`config.mk`:
```
export PLATFORM = sky130hd
export DESIGN_NAME = bus_word_cmp
export DESIGN_NICKNAME = d
export VERILOG_FILES = /design/src/rtl/cmp_seq_pkg.sv /design/src/rtl/cmp_seq_fsm.sv /design/src/rtl/cmp_mag_core.sv /design/src/rtl/bus_word_cmp.sv
export SDC_FILE = /design/constraint.sdc
export NUM_CORES = 1
export LEC_CHECK = 0
export BUFFER_PORTS_ARGS = -buffer_cell sky130_fd_sc_hd__buf_2
export CORE_UTILIZATION = 50
export CTS_CLUSTER_DIAMETER = 30
export DETAILED_ROUTE_END_ITERATION = 7
export GPL_ROUTABILITY_DRIVEN = 0
export PLACE_DENSITY = 0.84
export SYNTH_ARGS = -nofsm -noshare
export SYNTH_HDL_FRONTEND = slang
export SYNTH_SLANG_ARGS = --single-unit
```
`constraint.sdc`:
```
create_clock -name clk -period 1.6 [get_ports clk]
set_input_delay 0.16 -clock clk [delete_from_list [all_inputs] [get_ports clk]]
set_output_delay 0.16 -clock clk [all_outputs]
set_load 0.02 [all_outputs]
```
`src/rtl/cmp_seq_pkg.sv`:
```
package cmp_seq_pkg;

    typedef enum logic [2:0] {
        ST_IDLE,
        ST_GRAB_A,
        ST_GRAB_B,
        ST_SETTLE,
        ST_HOLD
    } cmp_state_t;

    typedef struct packed {
        logic gt;
        logic lt;
        logic eq;
    } cmp_flags_t;

endpackage

```
`src/rtl/cmp_seq_fsm.sv`:
```
module cmp_seq_fsm
    import cmp_seq_pkg::*;
(
    input  logic       clk,
    input  logic       rst,
    input  logic       trig,
    output cmp_state_t state,
    output logic       cap_a,
    output logic       cap_b,
    output logic       publish
);

    cmp_state_t state_nx;

    // state register
    always_ff @(posedge clk) begin
        if (rst) state <= ST_IDLE;
        else     state <= state_nx;
    end

    // next-state logic: a trigger always restarts the capture
    always_comb begin
        state_nx = state;
        if (trig) begin
            state_nx = ST_GRAB_A;
        end else begin
            unique case (state)
                ST_IDLE:   state_nx = ST_IDLE;
                ST_GRAB_A: state_nx = ST_GRAB_B;
                ST_GRAB_B: state_nx = ST_SETTLE;
                ST_SETTLE: state_nx = ST_HOLD;
                ST_HOLD:   state_nx = ST_HOLD;
                default:   state_nx = ST_IDLE;
            endcase
        end
    end

    // output decode
    always_comb begin
        cap_a   = 1'b0;
        cap_b   = 1'b0;
        publish = 1'b0;
        unique case (state)
            ST_GRAB_A: cap_a   = !trig;
            ST_GRAB_B: cap_b   = !trig;
            ST_SETTLE: publish = !trig;
            default: ;
        endcase
    end


    restart_on_trig_chk: assert property (@(posedge clk) disable iff (rst)
        trig |=> (state == ST_GRAB_A));


    settle_follows_grab_chk: assert property (@(posedge clk) disable iff (rst)
        (state == ST_SETTLE) |-> $past(state == ST_GRAB_B));

endmodule

```
`src/rtl/cmp_mag_core.sv`:
```
module cmp_mag_core
    import cmp_seq_pkg::*;
#(
    parameter int WIDTH = 16
) (
    input  logic [WIDTH-1:0] op_a,
    input  logic [WIDTH-1:0] op_b,
    output cmp_flags_t       rel
);

    localparam int SIGN = WIDTH - 1;

    logic sign_a, sign_b;
    logic u_gt, u_lt, u_eq;

    assign sign_a = op_a[SIGN];
    assign sign_b = op_b[SIGN];

    // plain unsigned magnitude compare
    assign u_gt = op_a > op_b;
    assign u_lt = op_a < op_b;
    assign u_eq = op_a == op_b;

    // sign correction when the operands straddle zero
    always_comb begin
        if (sign_a != sign_b) begin
            rel.gt = sign_b;
            rel.lt = sign_a;
            rel.eq = 1'b0;
        end else begin
            rel.gt = u_gt;
            rel.lt = u_lt;
            rel.eq = u_eq;
        end
    end

endmodule

```
`src/rtl/bus_word_cmp.sv`:
```
module bus_word_cmp
    import cmp_seq_pkg::*;
#(
    parameter int WIDTH = 16
) (
    input  logic             clk,
    input  logic             rst,
    input  logic             trig,
    input  logic [WIDTH-1:0] bus_word,
    output logic             gt_o,
    output logic             lt_o,
    output logic             eq_o,
    output logic             valid_o
);

    localparam int SIGN = WIDTH - 1;

    cmp_state_t       state;
    logic             cap_a, cap_b, publish;
    logic [WIDTH-1:0] opnd_a, opnd_b;
    cmp_flags_t       rel_now, rel_q;

    cmp_seq_fsm u_fsm (
        .clk     (clk),
        .rst     (rst),
        .trig    (trig),
        .state   (state),
        .cap_a   (cap_a),
        .cap_b   (cap_b),
        .publish (publish)
    );

    // operand registers
    always_ff @(posedge clk) begin
        if (rst) begin
            opnd_a <= '0;
            opnd_b <= '0;
        end else begin
            if (cap_a) opnd_a <= bus_word;
            if (cap_b) opnd_b <= bus_word;
        end
    end

    cmp_mag_core #(.WIDTH(WIDTH)) u_core (
        .op_a (opnd_a),
        .op_b (opnd_b),
        .rel  (rel_now)
    );

    // result register
    always_ff @(posedge clk) begin
        if (rst) begin
            rel_q   <= '0;
            valid_o <= 1'b0;
        end else if (trig) begin
            rel_q   <= '0;
            valid_o <= 1'b0;
        end else if (publish) begin
            rel_q   <= rel_now;
            valid_o <= 1'b1;
        end
    end

    assign gt_o = rel_q.gt;
    assign lt_o = rel_q.lt;
    assign eq_o = rel_q.eq;


    one_flag_chk: assert property (@(posedge clk) disable iff (rst)
        valid_o |-> $countones({gt_o, lt_o, eq_o}) == 1);


    quiet_flags_chk: assert property (@(posedge clk) disable iff (rst)
        !valid_o |-> ({gt_o, lt_o, eq_o} == 3'b000));


    hold_flags_chk: assert property (@(posedge clk) disable iff (rst)
        (valid_o && !trig) |=> ($stable({gt_o, lt_o, eq_o}) && valid_o));


    trig_clears_chk: assert property (@(posedge clk) disable iff (rst)
        trig |=> !valid_o);


    neg_first_chk: assert property (@(posedge clk) disable iff (rst)
        (publish && opnd_a[SIGN] && !opnd_b[SIGN]) |=> (lt_o && !gt_o && !eq_o));


    neg_second_chk: assert property (@(posedge clk) disable iff (rst)
        (publish && !opnd_a[SIGN] && opnd_b[SIGN]) |=> (gt_o && !lt_o && !eq_o));

endmodule

```
==> results.yml <==
outcome:
  outcome: "finished, violations left"
  violations: "setup timing"
global_routing:
  grt_pass1_vias: 1625
  gr-usage-all-layers_pct: 24.6
  antenna_found_initial: 0
  grt_first_pass_wirelength_um: 6770
  grt_max_degree: 36
  gr-total-overflow: 0
timing:
  setup_ws_ns: -0.197
  setup_viol_count_final: 3
  max_slew_margin_pct: 75.8
  fin_worst_skew_ns: 0.0172
  worstMarginPinSlew_ns: 0.364
  drv_slew: 0
  finalHoldViolCount: 0
  finalCriticalPeriod_ns: 1.80
  fmax_mhz: 557
  rsz0062_at_grt: "true"
  min_period_over_period_pct: 112
clock_tree:
  cts.sinks: 39
  clock_latency_ns: 0.35
  clockBufferDepth: 2
  cts_inserted_buffers: 5
  cts.reportedPaths.clkPinSlew_ns: 0.12
  cts_max_level: 2
  cts_tree: "yes"
  clockRootBuffer: "clkbuf_4"
pwr:
  combPwrFrac_pct: 15.9
  pwr-share-seq_pct: 56.8
  peakVddDrop_mv: 0.486
  leakage_nw: 0.876
  intPower_mw: 1.30
  sw_frac_of_total_pct: 27.2
  p_switching_uw: 485
  power_density_mw_per_mm2: 812
  power_frac_clock_pct: 27.3
die:
  core_sq_mm: 0.00339
  die_x_um: 61.8
  die_height_um: 61.8
  num_io_pins: 23
  rows: 21
  die_area_sq_mm: 0.00382
  start_util_pct: 52.8
synthesis:
  ys_seq_elements: 39
  ys_warn_count: 0
  yosys.cell_types.count: 26
  avgSynthCellArea_sq_um: 7.78
  syn-cell-area_sq_mm: 0.00179
  synthCells: 230
  ys_seq_area_share_pct: 43.6
  syn-num-nets: 265
setup_path:
  worst_setup_path_end_kind: "register"
  critical_path_arrival_ns: 2.06
  reg2reg_depth: 7
  rrSetupSlack_ns: -0.20
  path_max_fanout: 2
  crit_path_start_kind: "register"
  critical_path_class: "reg2reg"
  r2r_start: "opnd_b[15]"
  rr_endpoint: "lt_o"
  worstPathRequired_ns: 1.86
place:
  place_area_sq_mm: 0.00201
  place_hpwl_um: 2680
  place_ws_ns: -0.125
  numPortBuffers: 22
cells_and_area:
  diodes: 0
  drive_gt1_share_pct: 26.3
  fillCellCount: 276
  post-route-cell-area_sq_mm: 0.00220
  layout.nets: 300
  syn2layout_area_growth_pct: 22.8
flow_run:
  max-cap-violations: 0
hold_path:
  hold_path_depth: 3
  hp-start: "bus_word[8]"
  hold_path_end: "opnd_b[8]"
  hold_path_class: "in2reg"
detailed_routing:
  ant_nets: 0
  postRouteWirelength_um: 4290
  wl_per_cell_um: 13.8
  drc: 0
  firstDrtPassIters: 4
  drtIter0Drc: 93
  vias: 1674
  viasPerCell: 5.37
==> what timing repair did <==
item                       4_1_cts  5_1_grt
hold buffers                     0        0
setup buffers                    0        3
pin swaps                        8        3
setup endpoints to repair        2        3
resized for setup               13        9
==> area by class of cell <==
cell class | instances | area (sq um) | share of cell area, %
clock inverters | 1 | 5.00 | 0.228
multi-input cells | 162 | 996 | 45.3
flip-flops and latches | 39 | 790 | 35.9
repair buffers | 38 | 234 | 10.6
well taps | 46 | 57.6 | 2.62
clock buffers | 7 | 45.0 | 2.05
inverters | 19 | 71.3 | 3.24
==> power groups by stage <==
stage / Sequential (mW) / Combinational [mW] / Clock (mW)
floorplan: 1.03 / 0.139 / 0
global placement: 1.03 / 0.230 / 0
detailed placement: 1.03 / 0.237 / 0
CTS: 1.01 / 0.253 / 0.501
global route: 1.02 / 0.314 / 0.543
finish: 1.01 / 0.283 / 0.488
==> sequential cells by signal, indices dropped and copies added, names as in the netlist <==
register,count
u_fsm.state,3
opnd_b,16
opnd_a,16
valid_o,1
eq_o,1
lt_o,1
gt_o,1
==> routing by layer <==
layer / vias to the layer above / routed length [um] / GRT usage [%]
met5: - / 0 / 0
met4: 0 / 113 / 8.57
met3: 9 / 253 / 6.42
met2: 52 / 2200 / 44.4
met1: 788 / 1730 / 27.9
li1: 825 / - / -
==> how the worst max path moves through the flow <==
stage               startpoint  endpoint  slack, ns  cells after the start
floorplan            opnd_b[7]      lt_o      -0.01                      7
detailed placement  opnd_b[10]      lt_o      -0.12                      7
global route        opnd_b[15]      gt_o      -0.34                      8
finish              opnd_b[15]      lt_o      -0.20                      7
CTS                  opnd_b[7]      lt_o      -0.07                      7
global placement     opnd_b[5]      lt_o      -0.04                      7
==> worst max-delay path: stages (launching register included) <==
cell,delay (ns)
dfxtp_1,0.35
inv_1,0.05
ha_1,0.31
nand4_1,0.23
nor4_4,0.28
o21ai_1,0.12
o211a_1,0.14
o31a_1,0.23
==> cell usage after synthesis <==
cell type	instances	area [sq um]
dfxtp_1	39	781
nand4_1	2	12.5
buf_2	6	30.0
o211ai_1	1	7.51
a21o_1	2	15.0
clkbuf_1	4	15.0
or3_1	3	18.8
a21boi_0	1	7.51
ha_1	16	200
o21a_1	2	15.0
and2b_1	1	7.51
inv_2	1	3.75
nand2b_1	3	18.8
o31a_1	1	8.76
nand2_1	69	259
nor2_1	9	33.8
inv_1	18	67.6
nand3_1	2	10.0
o211a_1	1	10.0
o21ai_0	1	5.00
nor3_2	2	20.0
nor3_1	1	5.00
a21oi_1	41	205
o221a_2	1	11.3
nor4_2	1	12.5
o21ai_1	2	10.0
==> cells in the final DEF, fill, tap and decap left out, types with 3 or more instances in the layout <==
cell / instances
a21oi_1: 41
inv_2: 6
clkbuf_4: 5
inv_1: 13
nand2_1: 68
dfxtp_2: 7
dfxtp_1: 32
buf_4: 15
nor2_1: 9
buf_2: 22
ha_4: 7
nand2b_1: 3
ha_1: 9
or3_1: 3
==> metrics by stage <==
stage	TNS (ns)	utilization, %	power, mW	instances	hold WS (ns)
floorplan	-0.0137	-	1.17	230	0.239
global placement	-0.0430	59.4	1.26	301	0.411
detailed placement	-0.199	59.4	1.27	301	0.420
CTS	-0.119	62.8	1.77	309	0.0251
global route	-0.788	64.9	1.87	312	0.0322
finish	-0.420	64.9	1.78	312	0.0318
==> cells by family (layout without fill, tap and decap cells) <==
group,count (synthesis),in the layout,synth area share [%]
simple gates,93,93,22.2
compound gates,53,53,16.5
flops,39,39,43.6
buf+inv,29,65,6.50
fa+ha+maj,16,16,11.2
Note: power is estimated with default switching activity, not from simulation.
